### src/rtl/pll_reprog_pkg.sv
// Package: register layout and per-step field edits for the PLL
// reprogramming sequencer. Assumes a 64-bit register reached through a
// 32-bit port. Bit positions are fixed by the PLL and must not be moved.
package pll_reprog_pkg;

    localparam int REG_W   = 64;
    localparam int BUS_W   = 32;
    localparam int REFD_W  = 7;
    localparam int MUL_W   = 9;
    localparam int OUTD_W  = 7;

    localparam int OUTD_LSB = 0;
    localparam int MUL_LSB  = 21;
    localparam int REFD_LSB = 32;
    localparam int LOCK_BIT = 39;
    localparam int SEL_BIT  = 40;
    localparam int LOAD_BIT = 43;
    localparam int BYP_BIT  = 44;
    localparam int PD_BIT   = 45;

    // Update steps are consecutive so the sequencer advances with +1.
    typedef enum logic [3:0] {
        OP_BYP_ON   = 4'd0,
        OP_SEL_OFF  = 4'd1,
        OP_PD_ON    = 4'd2,
        OP_LOAD_ON  = 4'd3,
        OP_DIVS     = 4'd4,
        OP_LOAD_OFF = 4'd5,
        OP_PD_OFF   = 4'd6,
        OP_POLL     = 4'd7,
        OP_SEL_ON   = 4'd8,
        OP_BYP_OFF  = 4'd9,
        OP_PEEK     = 4'd10
    } pll_op_t;

    // True for steps that only read the register.
    function automatic logic op_read_only(input pll_op_t op);
        return (op == OP_POLL) || (op == OP_PEEK);
    endfunction

    // Return the word with only the step's target bits changed.
    function automatic logic [REG_W-1:0] pll_apply(
        input logic [REG_W-1:0]  w,
        input pll_op_t           op,
        input logic [REFD_W-1:0] rd,
        input logic [MUL_W-1:0]  lm,
        input logic [OUTD_W-1:0] od);
        logic [REG_W-1:0] n;
        n = w;
        case (op)
            OP_BYP_ON:   n[BYP_BIT]  = 1'b1;
            OP_SEL_OFF:  n[SEL_BIT]  = 1'b0;
            OP_PD_ON:    n[PD_BIT]   = 1'b1;
            OP_LOAD_ON:  n[LOAD_BIT] = 1'b1;
            OP_DIVS: begin
                n[REFD_LSB +: REFD_W] = rd;
                n[MUL_LSB  +: MUL_W]  = lm;
                n[OUTD_LSB +: OUTD_W] = od;
            end
            OP_LOAD_OFF: n[LOAD_BIT] = 1'b0;
            OP_PD_OFF:   n[PD_BIT]   = 1'b0;
            OP_SEL_ON:   n[SEL_BIT]  = 1'b1;
            OP_BYP_OFF:  n[BYP_BIT]  = 1'b0;
            default:     n = w;
        endcase
        return n;
    endfunction

endpackage

### src/rtl/pll_rmw_engine.sv
// Read-modify-write engine. One start runs a single step: it reads the
// low word and then the high word. For a writing step it then writes the
// low word and then the high word, with only the step's bits changed.
// Assumes bus_rdata is valid in the same cycle as bus_rd and that the
// port never stalls. start is honoured only while the engine is idle.
module pll_rmw_engine
    import pll_reprog_pkg::*;
(
    input  logic                  clk,
    input  logic                  rst_n,
    input  logic                  start,
    input  pll_op_t               op,
    input  logic [REFD_W-1:0]     ref_div,
    input  logic [MUL_W-1:0]      loop_mul,
    input  logic [OUTD_W-1:0]     out_div,
    output logic                  rsp_valid,
    output logic [REG_W-1:0]      rsp_word,
    output logic                  bus_rd,
    output logic                  bus_wr,
    output logic                  bus_hi,
    output logic [BUS_W-1:0]      bus_wdata,
    input  logic [BUS_W-1:0]      bus_rdata
);

    typedef enum logic [2:0] {
        E_IDLE, E_RDLO, E_RDHI, E_WRLO, E_WRHI, E_RSP
    } eng_state_t;

    eng_state_t        state;
    pll_op_t           op_q;
    logic [REFD_W-1:0] ref_q;
    logic [MUL_W-1:0]  mul_q;
    logic [OUTD_W-1:0] out_q;
    logic [REG_W-1:0]  word_q;
    logic [REG_W-1:0]  new_word;

    // Step the access sequence and capture both halves of the read word.
    always_ff @(posedge clk) begin
        if (!rst_n) begin
            state  <= E_IDLE;
            op_q   <= OP_PEEK;
            ref_q  <= '0;
            mul_q  <= '0;
            out_q  <= '0;
            word_q <= '0;
        end else begin
            case (state)
                E_IDLE: if (start) begin
                    op_q  <= op;
                    ref_q <= ref_div;
                    mul_q <= loop_mul;
                    out_q <= out_div;
                    state <= E_RDLO;
                end
                E_RDLO: begin
                    word_q[BUS_W-1:0] <= bus_rdata;
                    state <= E_RDHI;
                end
                E_RDHI: begin
                    word_q[REG_W-1:BUS_W] <= bus_rdata;
                    state <= op_read_only(op_q) ? E_RSP : E_WRLO;
                end
                E_WRLO:  state <= E_WRHI;
                E_WRHI:  state <= E_RSP;
                default: state <= E_IDLE;
            endcase
        end
    end

    // Form the modified word and the bus strobes from the state.
    always_comb begin
        new_word  = pll_apply(word_q, op_q, ref_q, mul_q, out_q);
        bus_rd    = (state == E_RDLO) || (state == E_RDHI);
        bus_wr    = (state == E_WRLO) || (state == E_WRHI);
        bus_hi    = (state == E_RDHI) || (state == E_WRHI);
        bus_wdata = (state == E_WRHI) ? new_word[REG_W-1:BUS_W]
                                      : new_word[BUS_W-1:0];
        rsp_valid = (state == E_RSP);
        rsp_word  = word_q;
    end

endmodule

### src/rtl/pll_step_ctrl.sv
// Step controller. It accepts update and peek requests while idle (an
// update wins a tie) and issues the step list to the engine one step at
// a time. It polls for lock up to POLL_LIMIT times and reports done,
// timeout and read-back results. Assumes the engine answers each start
// with exactly one rsp_valid.
module pll_step_ctrl
    import pll_reprog_pkg::*;
#(
    parameter int POLL_LIMIT = 2000
) (
    input  logic              clk,
    input  logic              rst_n,
    input  logic              upd_valid,
    input  logic [REFD_W-1:0] upd_ref_div,
    input  logic [MUL_W-1:0]  upd_loop_mul,
    input  logic [OUTD_W-1:0] upd_out_div,
    input  logic              peek_req,
    output logic              eng_start,
    output pll_op_t           eng_op,
    output logic [REFD_W-1:0] eng_ref_div,
    output logic [MUL_W-1:0]  eng_loop_mul,
    output logic [OUTD_W-1:0] eng_out_div,
    input  logic              eng_rsp_valid,
    input  logic [REG_W-1:0]  eng_rsp_word,
    output logic              busy,
    output logic              done,
    output logic              lock_timeout,
    output logic              peek_valid,
    output logic [REFD_W-1:0] peek_ref_div,
    output logic [MUL_W-1:0]  peek_loop_mul,
    output logic [OUTD_W-1:0] peek_out_div
);

    localparam int PCNT_W = (POLL_LIMIT > 1) ? $clog2(POLL_LIMIT) : 1;
    localparam logic [PCNT_W-1:0] PCNT_LAST = PCNT_W'(POLL_LIMIT - 1);

    typedef enum logic [1:0] { C_IDLE, C_ISSUE, C_WAIT } ctl_state_t;

    ctl_state_t        state;
    pll_op_t           op_q;
    logic              is_peek;
    logic              to_pend;
    logic [PCNT_W-1:0] poll_cnt;
    logic              locked_seen;

    assign locked_seen = eng_rsp_word[LOCK_BIT];

    // Accept requests, walk the step list and collect the results.
    always_ff @(posedge clk) begin
        if (!rst_n) begin
            state         <= C_IDLE;
            op_q          <= OP_PEEK;
            is_peek       <= 1'b0;
            to_pend       <= 1'b0;
            poll_cnt      <= '0;
            eng_ref_div   <= '0;
            eng_loop_mul  <= '0;
            eng_out_div   <= '0;
            done          <= 1'b0;
            lock_timeout  <= 1'b0;
            peek_valid    <= 1'b0;
            peek_ref_div  <= '0;
            peek_loop_mul <= '0;
            peek_out_div  <= '0;
        end else begin
            done       <= 1'b0;
            peek_valid <= 1'b0;
            case (state)
                C_IDLE: begin
                    if (upd_valid) begin
                        eng_ref_div  <= upd_ref_div;
                        eng_loop_mul <= upd_loop_mul;
                        eng_out_div  <= upd_out_div;
                        op_q         <= OP_BYP_ON;
                        is_peek      <= 1'b0;
                        to_pend      <= 1'b0;
                        poll_cnt     <= '0;
                        lock_timeout <= 1'b0;
                        state        <= C_ISSUE;
                    end else if (peek_req) begin
                        op_q    <= OP_PEEK;
                        is_peek <= 1'b1;
                        state   <= C_ISSUE;
                    end
                end
                C_ISSUE: state <= C_WAIT;
                default: if (eng_rsp_valid) begin
                    if (is_peek) begin
                        peek_ref_div  <= eng_rsp_word[REFD_LSB +: REFD_W];
                        peek_loop_mul <= eng_rsp_word[MUL_LSB  +: MUL_W];
                        peek_out_div  <= eng_rsp_word[OUTD_LSB +: OUTD_W];
                        peek_valid    <= 1'b1;
                        state         <= C_IDLE;
                    end else if (op_q == OP_POLL && !locked_seen
                                 && poll_cnt != PCNT_LAST) begin
                        poll_cnt <= poll_cnt + 1'b1;
                        state    <= C_ISSUE;
                    end else if (op_q == OP_BYP_OFF) begin
                        done         <= 1'b1;
                        lock_timeout <= to_pend;
                        state        <= C_IDLE;
                    end else begin
                        if (op_q == OP_POLL && !locked_seen) to_pend <= 1'b1;
                        op_q  <= pll_op_t'(op_q + 4'd1);
                        state <= C_ISSUE;
                    end
                end
            endcase
        end
    end

    assign eng_start = (state == C_ISSUE);
    assign eng_op    = op_q;
    assign busy      = (state != C_IDLE);

endmodule

### src/rtl/pll_reprog_seq.sv
// Top of the PLL reprogramming sequencer: the step controller drives the
// read-modify-write engine, and the engine drives the 32-bit register
// port. Assumes one register, reached at byte offsets 0 and 4.
module pll_reprog_seq
    import pll_reprog_pkg::*;
#(
    parameter int POLL_LIMIT = 2000
) (
    input  logic        clk,
    input  logic        rst_n,
    input  logic        upd_valid,
    input  logic [6:0]  upd_ref_div,
    input  logic [8:0]  upd_loop_mul,
    input  logic [6:0]  upd_out_div,
    output logic        busy,
    output logic        done,
    output logic        lock_timeout,
    input  logic        peek_req,
    output logic        peek_valid,
    output logic [6:0]  peek_ref_div,
    output logic [8:0]  peek_loop_mul,
    output logic [6:0]  peek_out_div,
    output logic        bus_rd,
    output logic        bus_wr,
    output logic [2:0]  bus_offset,
    output logic [31:0] bus_wdata,
    input  logic [31:0] bus_rdata
);

    logic              eng_start;
    pll_op_t           eng_op;
    logic [REFD_W-1:0] eng_ref_div;
    logic [MUL_W-1:0]  eng_loop_mul;
    logic [OUTD_W-1:0] eng_out_div;
    logic              eng_rsp_valid;
    logic [REG_W-1:0]  eng_rsp_word;
    logic              bus_hi;

    pll_step_ctrl #(.POLL_LIMIT(POLL_LIMIT)) ctrl_i (
        .clk           (clk),
        .rst_n         (rst_n),
        .upd_valid     (upd_valid),
        .upd_ref_div   (upd_ref_div),
        .upd_loop_mul  (upd_loop_mul),
        .upd_out_div   (upd_out_div),
        .peek_req      (peek_req),
        .eng_start     (eng_start),
        .eng_op        (eng_op),
        .eng_ref_div   (eng_ref_div),
        .eng_loop_mul  (eng_loop_mul),
        .eng_out_div   (eng_out_div),
        .eng_rsp_valid (eng_rsp_valid),
        .eng_rsp_word  (eng_rsp_word),
        .busy          (busy),
        .done          (done),
        .lock_timeout  (lock_timeout),
        .peek_valid    (peek_valid),
        .peek_ref_div  (peek_ref_div),
        .peek_loop_mul (peek_loop_mul),
        .peek_out_div  (peek_out_div)
    );

    pll_rmw_engine eng_i (
        .clk       (clk),
        .rst_n     (rst_n),
        .start     (eng_start),
        .op        (eng_op),
        .ref_div   (eng_ref_div),
        .loop_mul  (eng_loop_mul),
        .out_div   (eng_out_div),
        .rsp_valid (eng_rsp_valid),
        .rsp_word  (eng_rsp_word),
        .bus_rd    (bus_rd),
        .bus_wr    (bus_wr),
        .bus_hi    (bus_hi),
        .bus_wdata (bus_wdata),
        .bus_rdata (bus_rdata)
    );

    assign bus_offset = {bus_hi, 2'b00};

endmodule

### config.mk
export PLATFORM = sky130hd
export DESIGN_NAME = pll_reprog_seq
export DESIGN_NICKNAME = d
export VERILOG_FILES = /design/src/rtl/pll_reprog_pkg.sv /design/src/rtl/pll_rmw_engine.sv /design/src/rtl/pll_step_ctrl.sv /design/src/rtl/pll_reprog_seq.sv
export SDC_FILE = /design/constraint.sdc
export NUM_CORES = 1
export LEC_CHECK = 0
export BUFFER_PORTS_ARGS = -buffer_cell sky130_fd_sc_hd__buf_4
export CAP_MARGIN = 20
export CORE_MARGIN = 1
export CORE_UTILIZATION = 36
export DETAILED_ROUTE_END_ITERATION = 16
export PLACE_DENSITY = 0.57
export SLEW_MARGIN = 20
export SYNTH_ARGS = -nofsm -noshare
export SYNTH_HDL_FRONTEND = slang
export SYNTH_SLANG_ARGS = --single-unit
export TNS_END_PERCENT = 5
### constraint.sdc
create_clock -name clk -period 3.5 [get_ports clk]
set_input_delay 0 -clock clk [delete_from_list [all_inputs] [get_ports clk]]
set_output_delay 0 -clock clk [all_outputs]
set_load 0.1 [all_outputs]
# Yosys cells after proc, flatten, opt, wreduce, memory -nomap -nowiden
# Cells that the tools add are included.
op_classes:
  reduce_logical: 29
  bitwise: 4
  n_addsub: 2
  n_eq_ne: 25
  muxes: 46
ops:
  columns: ["operator", "n"]
  rows:
  - ["$mux 11", 4]
  - ["$mux 32", 1]
  - ["$mux 4", 6]
  - ["$pmux 11 s2", 1]
  - ["$eq 4x3->1 const B", 5]
  - ["$eq 4x4->1 const B", 4]
  - ["$mux 1", 15]
  - ["$pmux 3 s5", 1]
  - ["$mux 7", 2]
  - ["$pmux 1 s2", 6]
  - ["$reduce_and 6->1", 2]
  - ["$reduce_bool 2->1", 6]
  - ["$add 11x1->11 const B", 1]
  - ["$ne 11x11->1 const B", 1]
  - ["$mux 2", 5]
  - ["$ne 2x2->1 const B", 5]
  - ["$mux 9", 1]
  - ["$eq 4x2->1 const B", 2]
  - ["$pmux 4 s2", 1]
  - ["$reduce_and 2->1", 4]
  - ["$reduce_and 7->1", 1]
  - ["$eq 3x2->1 const B", 2]
  - ["$eq 3x3->1 const B", 2]
  - ["$mux 3", 2]
  - ["19 further kinds", 26]
totals:
  out_inout_bits: 64
  reg_bits: 162
  in_bits: 59
  word_cells: 127

# Logic depth before layout (Yosys ltp)
logic_depth:
  depth_word: 8
  mapped_depth: 7
  mapped_depth_nobuf: 6

# By module
# From an unflattened synthesis, not the netlist that was laid out.
hier_totals:
  cells_unflattened: 826
  area_unflattened_um2: 6811.5
modules_own_cells:
  columns: ["mod", "cells_each", "area_each_um2", "seq_area_each_um2", "n_inst"]
  rows:
  - ["pll_rmw_engine", 487, 4046.4, 1881.8, 1]
  - ["pll_step_ctrl", 335, 2738.9, 1361.3, 1]
  - ["pll_reprog_seq", 4, 26.3, 0.0, 1]

# Worst setup path after synthesis
# Ideal clock, no wire load.
synth_path:
  path_type: "reg-to-output"
  startpoint: "register eng_i.op_q[3]"
  endpoint: "output bus_wdata[26]"
  path_buffers: 2
  t_required_ns: 3.500
  arrival_ns: 3.238
  path_slack_ns: 0.262
  path_stages_with_launch: 6
  path_cell_list: "dfxtp_1 > nor4b_1 > buf_2 > buf_4 > mux2i_1 > o21ai_0"
synth_via:
  elab_chain_cells: 3
synth_lines:
  columns: ["element", "line_no", "source"]
  rows:
  - ["from (decl)", "pll_rmw_engine.sv:30", "pll_op_t op_q;"]
  - ["from (signal assigned)", "pll_rmw_engine.sv:49", "op_q <= op;"]
  - ["$eq 4x3->1", "pll_reprog_pkg.sv:50", "case (op)"]
  - ["$mux 9", "pll_reprog_pkg.sv:50", null]
  - ["$mux 32", "pll_rmw_engine.sv:76", "bus_wdata = (state == E_WRHI) ? new_word[REG_W-1:BUS_W]"]
  - ["to (decl)", "pll_reprog_seq.sv:26", "output logic [31:0] bus_wdata,"]
# No other way between the ends.

# Worst setup path after layout
layout_path:
  startpoint: "register eng_i.state[2]"
  endpoint: "output bus_wdata[7]"
layout_via:
  elab_chain_cells: 2
layout_lines:
  columns: ["element", "line_no", "source"]
  rows:
  - ["from (decl)", "pll_rmw_engine.sv:29", "eng_state_t state;"]
  - ["from (signal assigned)", "pll_rmw_engine.sv:61", "state <= op_read_only(op_q) ? E_RSP : E_WRLO;"]
  - ["$eq 3x3->1", "pll_rmw_engine.sv:76", null]
  - ["$mux 32", "pll_rmw_engine.sv:76", null]
# No other way between the ends.

==> flow_summary.json <==
{
  "clock-sinks": 162,
  "diodes": 0,
  "seqPwrFrac_pct": 39.2,
  "slew_viol_final": 0,
  "hold_class": "in -> reg",
  "grt_pass1_wl_mm": 30.8,
  "r2r-start": "eng_i.state[2]$_SDFFE_PN0P_",
  "ff2ff_path_depth": 4,
  "route.detailed.drc": 0,
  "utilization_pct": 48.8,
  "endpoint_kind": "output pin",
  "hp-start": "upd_valid",
  "cts_tree": "built",
  "ys_ff_latch": 162,
  "multiInputGateArea_um2": 3280,
  "path_class": "reg -> out",
  "reg2reg_to": "ctrl_i.peek_ref_div[5]$_SDFFE_PN0P_",
  "finalNonFillerCells": 1275,
  "clockBufferDepth": 2,
  "r2r_slack_ps": 1320,
  "port_buffers": 120,
  "dr.pass1.iters": 5,
  "crit_arrival_ps": 2500,
  "timing.fmax_mhz": 400,
  "min_period_over_period_pct": 71.4,
  "rsz0062_at_grt": "no",
  "pwr-share-clk_pct": 42.4,
  "area_growth_pct": 33.0,
  "ys_types": 61,
  "die_y_um": 140,
  "power_density_nw_per_um2": 570,
  "vias": 6342,
  "drt.antenna.violating_nets": 0,
  "seqCellArea_um2": 3240,
  "p_sw_share_pct": 29.5,
  "p_sw_uw": 1530,
  "coreArea_um2": 18600,
  "synth_edf_count": 0,
  "worstSkewPairLatency_ps": 420,
  "ir_drop_mv": 0.440,
  "wl_mm": 19.1,
  "nFillCells": 1854,
  "dpl.cell_count": 1186,
  "maxSlewHeadroom_pct": 29.9,
  "fin_hold_ws_ps": 46.1,
  "tightest_slew_ps": 1050,
  "path_clk_slew_ps": 60,
  "synth_area_leader_cell": "dfxtp_1",
  "rows": 50,
  "die_area_um2": 19500,
  "antenna_found_initial": 0,
  "holdPathStages": 3,
  "synthTopCellsByArea": "dfxtp_1 (47%), nand2_1 (19%), a21oi_1 (11%)",
  "status": "completed",
  "fin_skew_ps": 8.45,
  "synthCells": 883,
  "h-tree-depth": 4,
  "die_w_um": 140,
  "post-route-min-period_ps": 2500,
  "p_int_uw": 3650,
  "setup_viol": 0,
  "grt_overflow_total": 0,
  "globalRouteTotalUtil_pct": 20.1,
  "synthArstFlopShare_pct": 0,
  "viasPerCell": 4.97,
  "fin_nets": 1090,
  "drv_cap": 0,
  "hold_viol_final": 0,
  "top_level_ports": 123,
  "hpwl_mm": 12.5,
  "synth_top_area_share_pct": 47.5,
  "ys.flop_type": "dfxtp_1",
  "yosysSeqAreaShare_pct": 47.5,
  "p_leak_uw": 0.00346,
  "cp.required_ps": 3500,
  "initial_core_util_pct": 36.6,
  "gp_congestion": 0.796,
  "critPathMaxFanout": 22,
  "grt_max_degree": 64,
  "hold_end": "ctrl_i.poll_cnt[6]$_SDFFE_PN0P_",
  "drive_gt1_share_pct": 17.9,
  "tns_ps": 0,
  "grt_pass1_vias": 5891,
  "yosysWarnings": 0,
  "power_frac_comb_pct": 18.3,
  "cts_buffers": 17,
  "synth_area_um2": 6830,
  "crit_path_start_kind": "flop",
  "cts_resized": 0,
  "syn_area_per_cell_um2": 7.74,
  "wl_per_cell_um": 15.0,
  "drt_iter0_drc": 329,
  "root_buffer": "clkbuf_16"
}
[critical path, cell delays in order, from the launching register on]
cell and delay, ps:
dfxtp_1 620, and2_1 740, buf_4 290, nand2_1 60, nand2_1 70, buf_4 290
[cell usage after synthesis (5+ instances only)]
master    instances
nor3_1            6
nand3_1           9
nor2_1           21
nand2b_1          5
clkbuf_1         35
a21oi_1         144
buf_4             6
dfxtp_1         162
inv_1             7
o21ai_0          24
mux4_2            7
mux2i_1          11
nand2_1         345
a31oi_1           8
buf_2            19
o211ai_1          5
[kinds of logic after synthesis]
logic type	share of synthesized area [%]
AND/OR/NAND/NOR	26.8
AO/OA/AOI/OAI	16.3
flip-flops	47.5
buffers and inverters	4.74
multiplexers	3.92
adder cells (fa/ha/maj)	0.550
other	0.0549
XOR/XNOR	0.128
[cells in the final DEF (no fill, tap or decap), drive strengths merged, types with 3 or more instances in the layout]
cell type and count:
mux4 7, a211oi 4, o21ai 24, nor2 21, ha 3, buf 130, nor3 6, nand3 10
nand2b 5, dlygate4sd3 57, clkinv 3, inv 11, o211ai 5, a21oi 144, nand4 3, a21o 3
bufinv 7, nand2 345, or3 3, nor3b 4, a31oi 8, nor4 6, dfxtp 162, clkbuf 19
mux2i 11
[registers in the layout (all words and copies together), names as in the netlist, 2 cells and up]
name,flops
ctrl_i.eng_loop_mul,9
ctrl_i.peek_ref_div,7
eng_i.ref_q,7
ctrl_i.peek_out_div,7
ctrl_i.eng_op,4
eng_i.op_q,4
eng_i.rsp_word,64
ctrl_i.eng_out_div,7
ctrl_i.state,2
ctrl_i.poll_cnt,11
eng_i.state,3
ctrl_i.peek_loop_mul,9
eng_i.out_q,7
ctrl_i.eng_ref_div,7
eng_i.mul_q,9
[worst max-delay path by stage]
stage                                      from                                    to  cells past startpoint
global placement    eng_i.state[2]$_SDFFE_PN0P_  ctrl_i.peek_loop_mul[3]$_SDFFE_PN0P_                      4
detailed placement  eng_i.state[2]$_SDFFE_PN0P_   ctrl_i.peek_ref_div[5]$_SDFFE_PN0P_                      4
CTS                 eng_i.state[2]$_SDFFE_PN0P_                         bus_wdata[11]                      4
finish              eng_i.state[2]$_SDFFE_PN0P_                          bus_wdata[7]                      5
global route        eng_i.state[2]$_SDFFE_PN0P_                         bus_wdata[11]                      4
floorplan            eng_i.op_q[3]$_SDFFE_PN1P_                         bus_wdata[26]                      5
[routing by layer]
metal  global-route usage [%]  vias up  routed length (µm)
met5                        0        -                   0
met4                     6.77        0                 248
met3                     3.44       14                 842
met2                     31.8      152                8690
met1                     27.5     2933                9370
li1                         -     3243                   -
[metrics by stage]
| stage | power, µW | setup WS, ps | instance area (µm²) |
|---|---|---|---|
| after floorplan | 2740 | 262 | 6840 |
| after global placement | 2970 | 1360 | 7820 |
| after detailed placement | 2970 | 1320 | 7820 |
| after CTS | 5230 | 943 | 9090 |
| after global routing | 5390 | 808 | 9090 |
| final | 5180 | 1000 | 9090 |
[repair_timing]
action | 4_1_cts | 5_1_grt
setup endpoints to repair | 0 | 0
hold buffers | 57 | 0
hold endpoints to repair | 97 | 0
setup buffers | 0 | 0
[cell type report]
class / count / share of cell area, %
Clock buffer: 19 / 4.87
Clock inverter: 13 / 2.77
Inverter: 8 / 0.358
Multi-Input combinational cell: 652 / 36.1
Sequential cell: 162 / 35.7
Tap cell: 234 / 3.22
Timing Repair Buffer: 187 / 17.0
[power by group through the flow]
stage,Combinational [µW],Sequential (µW),Clock (µW)
after floorplan,704,2030,0
after CTS,957,2030,2240
after global placement,901,2070,0
after detailed placement,903,2070,0
after global routing,1020,2050,2320
final,950,2030,2200
Note: power is estimated with default switching activity, not from simulation.
